--- src/rtl/pw_pkg.sv ---
package pw_pkg;
  typedef enum logic [3:0] {
    S_IDLE, S_DIR_RD, S_DIR_CHK, S_DIR_WB,
    S_TBL_RD, S_TBL_CHK, S_TBL_WB, S_DONE, S_FAULT
  } walk_st_e;

  localparam int unsigned BIT_PRESENT  = 0;
  localparam int unsigned BIT_WRITABLE = 1;
  localparam int unsigned BIT_USER     = 2;
  localparam int unsigned BIT_ACCESSED = 5;
  localparam int unsigned BIT_DIRTY    = 6;
endpackage

--- src/rtl/pw_addr_gen.sv ---
module pw_addr_gen #(
  parameter int unsigned AW    = 32,
  parameter int unsigned IDX_W = 10,
  parameter int unsigned OFS_W = 12
) (
  input  logic [AW-1:0]       root_base,
  input  logic [IDX_W-1:0]    dir_idx,
  input  logic [IDX_W-1:0]    tbl_idx,
  input  logic [AW-OFS_W-1:0] tbl_page,
  output logic [AW-1:0]       dir_addr,
  output logic [AW-1:0]       tbl_addr
);
  localparam int unsigned PAD_W = AW - IDX_W - 2;

  logic [AW-1:0] dir_ofs, tbl_ofs;

  // Entries are 4 bytes wide: index scaled by four.
  assign dir_ofs  = {{PAD_W{1'b0}}, dir_idx, 2'b00};
  assign tbl_ofs  = {{PAD_W{1'b0}}, tbl_idx, 2'b00};
  assign dir_addr = root_base + dir_ofs;
  assign tbl_addr = {tbl_page, {OFS_W{1'b0}}} + tbl_ofs;
endmodule

--- src/rtl/pw_entry_check.sv ---
module pw_entry_check
  import pw_pkg::*;
#(
  parameter int unsigned EW      = 32,
  parameter bit          IS_LEAF = 1'b0
) (
  input  logic [EW-1:0] entry,
  input  logic          is_write,
  input  logic          is_user,
  output logic          present,
  output logic          perm_ok,
  output logic          need_wb,
  output logic [EW-1:0] wb_value
);
  logic [EW-1:0] set_mask;

  assign present = entry[BIT_PRESENT];
  assign perm_ok = (!is_write || entry[BIT_WRITABLE]) &&
                   (!is_user  || entry[BIT_USER]);

  generate
    if (IS_LEAF) begin : g_leaf
      always_comb begin
        set_mask = '0;
        set_mask[BIT_ACCESSED] = 1'b1;
        set_mask[BIT_DIRTY]    = is_write;
      end
    end else begin : g_dir
      always_comb begin
        set_mask = '0;
        set_mask[BIT_ACCESSED] = 1'b1;
      end
    end
  endgenerate

  assign wb_value = entry | set_mask;
  assign need_wb  = (wb_value != entry);
endmodule

--- src/rtl/pt_walker.sv ---
module pt_walker
  import pw_pkg::*;
#(
  parameter int unsigned VA_W  = 32,
  parameter int unsigned IDX_W = 10
) (
  input  logic            clk,
  input  logic            rst_n,
  input  logic [VA_W-1:0] root_base,
  input  logic            walk_req,
  input  logic [VA_W-1:0] walk_vaddr,
  input  logic            walk_write,
  input  logic            walk_user,
  output logic            walk_ready,
  output logic            mem_req,
  output logic            mem_we,
  output logic [VA_W-1:0] mem_addr,
  output logic [VA_W-1:0] mem_wdata,
  input  logic            mem_ack,
  input  logic [VA_W-1:0] mem_rdata,
  output logic            resp_valid,
  output logic [VA_W-1:0] resp_entry,
  output logic            fault_valid,
  output logic [VA_W-1:0] fault_vaddr,
  output logic            fault_absent,
  output logic            fault_write,
  output logic            fault_user
);
  localparam int unsigned OFS_W = VA_W - 2*IDX_W;

  walk_st_e state_q, state_d;

  logic [VA_W-1:0] va_q, pde_q, pte_q, pte_d;
  logic            wr_q, usr_q, absent_q, absent_d;
  logic            va_en, pde_en, pte_en, absent_en;

  logic [VA_W-1:0] dir_addr, tbl_addr, dir_wb_val, tbl_wb_val;
  logic            dir_present, dir_perm, dir_need_wb;
  logic            tbl_present, tbl_perm, tbl_need_wb;

  pw_addr_gen #(.AW(VA_W), .IDX_W(IDX_W), .OFS_W(OFS_W)) u_addr (
    .root_base (root_base),
    .dir_idx   (va_q[VA_W-1 -: IDX_W]),
    .tbl_idx   (va_q[OFS_W +: IDX_W]),
    .tbl_page  (pde_q[VA_W-1:OFS_W]),
    .dir_addr  (dir_addr),
    .tbl_addr  (tbl_addr)
  );

  pw_entry_check #(.EW(VA_W), .IS_LEAF(1'b0)) u_chk_dir (
    .entry    (pde_q),
    .is_write (wr_q),
    .is_user  (usr_q),
    .present  (dir_present),
    .perm_ok  (dir_perm),
    .need_wb  (dir_need_wb),
    .wb_value (dir_wb_val)
  );

  pw_entry_check #(.EW(VA_W), .IS_LEAF(1'b1)) u_chk_tbl (
    .entry    (pte_q),
    .is_write (wr_q),
    .is_user  (usr_q),
    .present  (tbl_present),
    .perm_ok  (tbl_perm),
    .need_wb  (tbl_need_wb),
    .wb_value (tbl_wb_val)
  );

  // Next-state and enable logic
  always_comb begin
    state_d   = state_q;
    va_en     = 1'b0;
    pde_en    = 1'b0;
    pte_en    = 1'b0;
    pte_d     = mem_rdata;
    absent_en = 1'b0;
    absent_d  = 1'b0;
    unique case (state_q)
      S_IDLE: begin
        if (walk_req) begin
          va_en   = 1'b1;
          state_d = S_DIR_RD;
        end
      end
      S_DIR_RD: begin
        if (mem_ack) begin
          pde_en  = 1'b1;
          state_d = S_DIR_CHK;
        end
      end
      S_DIR_CHK: begin
        absent_en = 1'b1;
        absent_d  = !dir_present;
        if (!dir_present || !dir_perm) state_d = S_FAULT;
        else if (dir_need_wb)          state_d = S_DIR_WB;
        else                           state_d = S_TBL_RD;
      end
      S_DIR_WB: begin
        if (mem_ack) state_d = S_TBL_RD;
      end
      S_TBL_RD: begin
        if (mem_ack) begin
          pte_en  = 1'b1;
          state_d = S_TBL_CHK;
        end
      end
      S_TBL_CHK: begin
        absent_en = 1'b1;
        absent_d  = !tbl_present;
        if (!tbl_present || !tbl_perm) state_d = S_FAULT;
        else if (tbl_need_wb)          state_d = S_TBL_WB;
        else                           state_d = S_DONE;
      end
      S_TBL_WB: begin
        if (mem_ack) begin
          pte_en  = 1'b1;
          pte_d   = tbl_wb_val;
          state_d = S_DONE;
        end
      end
      S_DONE:  state_d = S_IDLE;
      S_FAULT: state_d = S_IDLE;
      default: state_d = S_IDLE;
    endcase
  end

  // State register
  always_ff @(posedge clk or negedge rst_n) begin
    if (!rst_n) state_q <= S_IDLE;
    else        state_q <= state_d;
  end

  // Datapath registers, no reset needed
  always_ff @(posedge clk) begin
    if (va_en) begin
      va_q  <= walk_vaddr;
      wr_q  <= walk_write;
      usr_q <= walk_user;
    end
    if (pde_en)    pde_q    <= mem_rdata;
    if (pte_en)    pte_q    <= pte_d;
    if (absent_en) absent_q <= absent_d;
  end

  // Outputs
  always_comb begin
    mem_req   = 1'b0;
    mem_we    = 1'b0;
    mem_addr  = tbl_addr;
    mem_wdata = tbl_wb_val;
    unique case (state_q)
      S_DIR_RD: begin mem_req = 1'b1; mem_addr = dir_addr; end
      S_DIR_WB: begin
        mem_req   = 1'b1;
        mem_we    = 1'b1;
        mem_addr  = dir_addr;
        mem_wdata = dir_wb_val;
      end
      S_TBL_RD: mem_req = 1'b1;
      S_TBL_WB: begin mem_req = 1'b1; mem_we = 1'b1; end
      default: ;
    endcase
  end

  assign walk_ready   = (state_q == S_IDLE);
  assign resp_valid   = (state_q == S_DONE);
  assign resp_entry   = pte_q;
  assign fault_valid  = (state_q == S_FAULT);
  assign fault_vaddr  = va_q;
  assign fault_absent = absent_q;
  assign fault_write  = wr_q;
  assign fault_user   = usr_q;
endmodule

--- config.mk ---
export PLATFORM = sky130hd
export DESIGN_NAME = pt_walker
export DESIGN_NICKNAME = d
export VERILOG_FILES = /design/src/rtl/pw_pkg.sv /design/src/rtl/pw_addr_gen.sv /design/src/rtl/pw_entry_check.sv /design/src/rtl/pt_walker.sv
export SDC_FILE = /design/constraint.sdc
export NUM_CORES = 1
export LEC_CHECK = 0
export ABC_AREA = 1
export CORE_MARGIN = 2
export CORE_UTILIZATION = 46
export CTS_BUF_LIST = sky130_fd_sc_hd__clkbuf_16
export CTS_CLUSTER_SIZE = 12
export DETAILED_ROUTE_END_ITERATION = 8
export PLACE_DENSITY = 0.81
export SYNTH_ARGS = -nofsm -noshare
export SYNTH_HDL_FRONTEND = slang
export SYNTH_HIERARCHICAL = 1
export SYNTH_SLANG_ARGS = --single-unit
export TNS_END_PERCENT = 10
--- constraint.sdc ---
create_clock -name clk -period 3.15 [get_ports clk]
set_input_delay 0.63 -clock clk [delete_from_list [all_inputs] [get_ports clk]]
set_output_delay 0.63 -clock clk [all_outputs]
set_load 0.02 [all_outputs]
## Word-level counts from Yosys, hierarchy flattened

Index checks and enable logic that the tools add are counted.

| cells by class | value |
|---|---|
| add/sub/neg operators | 2 |
| equality and inequality tests | 14 |
| mux-type cells | 23 |
| bitwise operators | 1 |
| reduce and logical (&&, ||, !) cells | 21 |

Operators with widths:

| kind | count |
|---|---|
| $mux 32 | 4 |
| $add 32x12->32 | 2 |
| $ne 32x32->1 | 1 |
| $or 32x7->32 | 1 |
| $mux 4 | 7 |
| $pmux 4 s7 | 1 |
| $eq 4x3->1 const B | 4 |
| $ne 2x2->1 const B | 5 |
| $mux 1 | 9 |
| $eq 4x2->1 const B | 2 |
| $reduce_or 2->1 | 4 |
| $logic_not 1->1 | 6 |
| $logic_or 1x1->1 | 6 |
| $reduce_and 5->1 | 1 |
| $eq 4x1->1 const B | 1 |
| $eq 4x4->1 const B | 1 |
| $logic_not 4->1 | 1 |
| $reduce_or 4->1 | 1 |
| $mux 3 | 1 |
| $logic_and 1x1->1 | 2 |
| $pmux 1 s2 | 1 |

| word-level totals | value |
|---|---|
| flip-flop bits (word level) | 103 |
| bits of input ports | 102 |
| output and inout port bits | 136 |
| word-level logic and storage cells | 68 |

## Logic depth before layout (Yosys ltp)

| depth | value |
|---|---|
| depth in word-level cells | 7 |
| depth in mapped cells | 13 |

## By module

The synthesis kept the hierarchy.

By module, submodules not included:

| module | instances | cells each | area each (µm²) | sequential area each (µm²) |
|---|---|---|---|---|
| pt_walker | 1 | 348 | 4,744.6 | 3,072.9 |
| pw_addr_gen | 1 | 302 | 1,595.3 | 0.0 |
| pw_entry_check at u_chk_tbl | 1 | 42 | 281.5 | 0.0 |
| pw_entry_check at u_chk_dir | 1 | 41 | 277.8 | 0.0 |

## Worst setup path before layout

Ideal clock, no wire load.

| path | value |
|---|---|
| kind | in2reg |
| start | in mem_ack |
| end | reg pde_q[0], enable pin |
| library setup time | 0.421 ns |
| data arrival time | 2.421 ns |
| path slack | 0.308 ns |
| cell stages on the path | 3 |
| path buffers | 1 |
| cell sequence | clkinv_1 -> clkbuf_1 -> nor2_1 |

| on the way | value |
|---|---|
| word-level cells in the longest chain between the ends | 2 |

Ends and longest elaborated chain:

| element | RTL line | RTL |
|---|---|---|
| from (decl) | pt_walker.sv:19 | `input logic mem_ack,` |
| $mux 1 | pt_walker.sv:87 | `if (mem_ack) begin` |
| $mux 1 | pt_walker.sv:79 | `unique case (state_q)` |
| net pde_en | pt_walker.sv:35 | `logic va_en, pde_en, pte_en, absent_en;` |
| to (signal assigned) | pt_walker.sv:141 | `if (pde_en) pde_q <= mem_rdata;` |
| to (decl) | pt_walker.sv:33 | `logic [VA_W-1:0] va_q, pde_q, pte_q, pte_d;` |

The timed path passes the listed nets, and every way through them passes these cells.
A chain may end at the register's enable or synchronous reset.

## Worst setup path in the final report

| path | value |
|---|---|
| start | in root_base[9] |
| end | out mem_addr[18] |

| on the way | value |
|---|---|
| word-level cells in the longest chain between the ends | 2 |

Ends and longest elaborated chain:

| element | RTL line | RTL |
|---|---|---|
| from (decl) | pt_walker.sv:9 | `input logic [VA_W-1:0] root_base,` |
| $add 32x12->32 | pw_addr_gen.sv:20 | `assign dir_addr = root_base + dir_ofs;` |
| net dir_addr[18] | pt_walker.sv:37 | `logic [VA_W-1:0] dir_addr, tbl_addr, dir_wb_val, tbl_wb_val;` |
| $mux 32 | pt_walker.sv:152 | `unique case (state_q)` |
| to (decl) | pt_walker.sv:17 | `output logic [VA_W-1:0] mem_addr,` |

The timed path passes the listed nets, and every way through them passes these cells.

==> impl_metrics.xml <==
<?xml version="1.0" encoding="UTF-8"?>
<metrics>
  <group name="pwr">
    <metric name="netSwitchingPower" unit="uW">2400</metric>
    <metric name="share_seq_of_total_power" unit="%">31.1</metric>
    <metric name="p_comb_share" unit="%">50.6</metric>
    <metric name="p_sw_share" unit="%">38.2</metric>
    <metric name="power.internal" unit="uW">3880</metric>
    <metric name="power-per-cell-area" unit="mW/mm2">642</metric>
    <metric name="cellLeakagePower" unit="uW">0.00421</metric>
    <metric name="power" unit="uW">6270</metric>
    <metric name="peakVddDrop" unit="mV">0.714</metric>
    <metric name="share_clk_of_total_power" unit="%">18.4</metric>
  </group>
  <group name="synth">
    <metric name="synth_area" unit="mm2">0.00690</metric>
    <metric name="synth_async_sr_flop_share" unit="%">3.88</metric>
    <metric name="avg_synthesized_cell_area" unit="um2">9.41</metric>
    <metric name="yosys_register_bits" unit="">103</metric>
    <metric name="synth.top_cell.area_share" unit="%">43.1</metric>
    <metric name="number_of_enable_type_register_cells_in_the_synthesized_netlist" unit="">99</metric>
    <metric name="yosys_warning_count" unit="">6</metric>
    <metric name="synth.top_cells.by_area" unit="">edfxtp_1 (43%), nand2_1 (11%), buf_4 (11%), mux2_4 (6.1%), mux2_2 (5.9%)</metric>
    <metric name="postSynth.topFlopCell" unit="">edfxtp_1</metric>
    <metric name="synthDominantAreaCellType" unit="">edfxtp_1</metric>
    <metric name="syn-instance-count" unit="">733</metric>
    <metric name="synth-seq-area-share" unit="%">44.5</metric>
    <metric name="synth_cell_type_count" unit="">34</metric>
  </group>
  <group name="clock_tree">
    <metric name="h-tree-depth" unit="">3</metric>
    <metric name="tritoncts" unit="">done</metric>
    <metric name="cts_sinks" unit="">103</metric>
    <metric name="clkLatencyLatePin" unit="ns">0.35</metric>
    <metric name="cts_hold_repair.buffers" unit="">0</metric>
    <metric name="clk_pin_slew_worst_paths" unit="ns">0.07</metric>
    <metric name="cts-buffers-inserted" unit="">9</metric>
    <metric name="clk_root_buffer_cell" unit="">clkbuf_16</metric>
    <metric name="max_buffers_root_to_sink" unit="">2</metric>
  </group>
  <group name="run">
    <metric name="max_cap_violations" unit="">0</metric>
  </group>
  <group name="cells_and_area">
    <metric name="n_fill_cell" unit="">1090</metric>
    <metric name="area.growth.synth_to_final" unit="%">41.6</metric>
    <metric name="multi_input_area" unit="mm2">0.00311</metric>
    <metric name="num_antenna_cells" unit="">0</metric>
    <metric name="finish.cell_count_without_fillers" unit="">1121</metric>
    <metric name="nets_final" unit="">1045</metric>
    <metric name="area.sequential" unit="mm2">0.00307</metric>
    <metric name="drive_gt1_share" unit="%">27.6</metric>
    <metric name="most_used_cells_in_the_layout_excluding_fill_and_tap_cells" unit="">clkdlybuf4s50_1 (194), nand2_1 (185), edfxtp_1 (99), buf_4 (66), inv_1 (59)</metric>
    <metric name="layout_commonest_cell" unit="">clkdlybuf4s50_1</metric>
  </group>
  <group name="critical_path">
    <metric name="cp-start-kind" unit="">input port</metric>
    <metric name="endpoint_kind" unit="">primary output</metric>
    <metric name="r2r-start" unit="">state_q[2]</metric>
    <metric name="r2r-end" unit="">resp_entry[11]</metric>
    <metric name="timing_worst_setup_path_type" unit="">in -&gt; out</metric>
    <metric name="worst_ep_required_time" unit="ns">2.52</metric>
    <metric name="timing.critical_path.arrival" unit="ns">2.50</metric>
    <metric name="critical_path.max_stage_delay" unit="ns">0.27</metric>
    <metric name="worstRegToRegCells" unit="">8</metric>
    <metric name="setup.reg_to_reg.worst_slack" unit="ns">1.24</metric>
    <metric name="critical_path.cell_chain" unit="">dlygate4sd2_1, ha_4, a21oi_4, buf_4, nand2_1, nand2_2, nand3_4, buf_4, nand3b_1, nand2_1, mux2_2, buf_2</metric>
    <metric name="cpMaxStageDelayCell" unit="">dlygate4sd2_1</metric>
    <metric name="crit_path_max_fanout" unit="">7</metric>
  </group>
  <group name="detailed_routing">
    <metric name="totalWireLength" unit="mm">19.7</metric>
    <metric name="routedWlPerCell" unit="um">17.6</metric>
    <metric name="via_cell_ratio" unit="">5.06</metric>
    <metric name="vias" unit="">5673</metric>
    <metric name="drt_first_pass_iters" unit="">5</metric>
    <metric name="ant_nets" unit="">0</metric>
    <metric name="detail_route.drc_violations" unit="">0</metric>
    <metric name="detailedRoute.firstIterationViolations" unit="">323</metric>
  </group>
  <group name="grt">
    <metric name="antenna_violations_before_repair" unit="">0</metric>
    <metric name="largest_net_degree_at_the_start_of_global_routing" unit="">37</metric>
    <metric name="grt_use_total" unit="%">23.7</metric>
    <metric name="gr-total-overflow" unit="">0</metric>
    <metric name="first_global_vias" unit="">5763</metric>
    <metric name="first_pass_grt_wire_length" unit="mm">29.6</metric>
  </group>
  <group name="sta">
    <metric name="post-route-min-period" unit="ns">3.13</metric>
    <metric name="setup_tns" unit="ns">0</metric>
    <metric name="final.setup_skew" unit="ns">0.00460</metric>
    <metric name="timing_max_transition_violations_final" unit="">0</metric>
    <metric name="setup_violations" unit="">0</metric>
    <metric name="worst_pin_slew" unit="ns">0.523</metric>
    <metric name="timing.final.hold_violations" unit="">0</metric>
    <metric name="worst_slew_margin_rel" unit="%">65.1</metric>
    <metric name="fmaxAchievable" unit="MHz">320</metric>
    <metric name="rsz0062_at_grt" unit="">true</metric>
    <metric name="finalCritPeriodShare" unit="%">99.3</metric>
  </group>
  <group name="floorplan">
    <metric name="design.die.area" unit="mm2">0.0160</metric>
    <metric name="top_ports" unit="">238</metric>
    <metric name="die_w" unit="um">126</metric>
    <metric name="initial_core_utilization" unit="%">47.3</metric>
    <metric name="design.core.area" unit="mm2">0.0146</metric>
    <metric name="core.rowCount" unit="">44</metric>
    <metric name="dieHeight" unit="um">126</metric>
  </group>
  <group name="placed_design">
    <metric name="dp_hpwl" unit="mm">13.8</metric>
    <metric name="placement.io_buffers" unit="">236</metric>
    <metric name="place.gp.congestion" unit="">0.956</metric>
    <metric name="dpl.cell_count" unit="">1098</metric>
  </group>
  <group name="hold_path">
    <metric name="holdCritPathClass" unit="">in -&gt; async</metric>
  </group>
  <group name="run_status">
    <metric name="run_status" unit="">complete, no violations</metric>
  </group>
</metrics>
==> power groups by stage <==
| stage | registers [uW] | logic (uW) | clock network, uW |
|---|---|---|---|
| finish | 1950 | 3170 | 1150 |
| global route | 1970 | 3360 | 1240 |
| CTS | 1950 | 3040 | 1180 |
| detailed placement | 1970 | 3060 | 0 |
| global placement | 1950 | 3020 | 0 |
| floorplan | 2100 | 1780 | 0 |
==> worst max-delay path by stage <==
stage                   from            to  slack (ns)  cells after the start
2_1_floorplan        mem_ack      pde_q[0]        0.31                      3
3_3_place_gp    root_base[2]  mem_addr[30]       -0.72                     14
3_5_place_dp    root_base[2]  mem_addr[14]       -0.75                     12
4_1_cts        root_base[10]  mem_addr[24]       -0.07                     12
5_1_grt        root_base[11]  mem_addr[31]       -0.03                     13
6_report        root_base[9]  mem_addr[18]        0.02                     12
==> cells by family after synthesis <==
family,count (synthesis),synth area share [%]
compound gates,43,3.19
flops,103,44.5
xor+xnor,13,1.65
buf+inv,182,16.3
fa+ha+maj,11,2.10
mux,64,12.0
other cells,3,0.163
simple gates,314,20.1
==> through the flow <==
step | cell area (um2) | hold slack (ns) | util (%) | setup WS, ns
3_3_place_gp | 9110 | 0.570 | 62.5 | -0.718
4_1_cts | 9550 | 0.460 | 65.4 | -0.0670
6_report | 9770 | 0.471 | 67.0 | 0.0233
5_1_grt | 9770 | 0.471 | 67.0 | -0.0253
3_5_place_dp | 9110 | 0.575 | 62.5 | -0.751
2_1_floorplan | 6900 | 0.334 | - | 0.308
==> layer usage <==
layer | wire length (um) | global-route usage [%] | vias to the layer above | part of all wire (%)
met5 | 0 | 0 | - | 0
met4 | 603 | 8.53 | 0 | 3.1
met3 | 1630 | 7.80 | 44 | 8.3
met2 | 9940 | 41.8 | 242 | 50
met1 | 7530 | 26.9 | 2682 | 38
li1 | - | - | 2705 | -
==> synth_stat cells, drive strengths merged (5+ instances only) <==
cell type,count
ha,10
buf,108
xor2,12
inv,66
edfxtp,99
mux2,64
nand3,30
a21oi,7
nor3,5
nand3b,10
nor2,47
o21ai,33
clkbuf,6
nand2,215
==> sequential cells by signal (all words and copies together), names as in the netlist <==
signal / cells
state_q: 4
pde_q: 32
fault_write: 1
resp_entry: 32
fault_absent: 1
fault_user: 1
fault_vaddr: 32
==> critical path: cells and delay by family <==
kind / cells / cell delay, ns
adder cells (fa/ha/maj): 1 / 0.26
multiplexers: 1 / 0.26
buffers and inverters: 4 / 0.75
AO/OA/AOI/OAI: 1 / 0.17
AND/OR/NAND/NOR: 5 / 0.43
==> area by class of cell <==
class / count / area share [%]
Multi-Input combinational cell: 449 / 31.8
Sequential cell: 103 / 31.4
Timing Repair Buffer: 301 / 28.7
Inverter: 68 / 2.61
Tap cell: 184 / 2.36
Clock buffer: 9 / 2.30
Clock inverter: 7 / 0.845
==> timing repair <==
action / CTS / global route
buffers inserted: 3 / 5
pin swaps: 14 / 20
endpoints found under the setup margin: 29 / 26
gates cloned: 0 / 0
resized for setup: 152 / 57
Power figures use the tool's default switching activity.
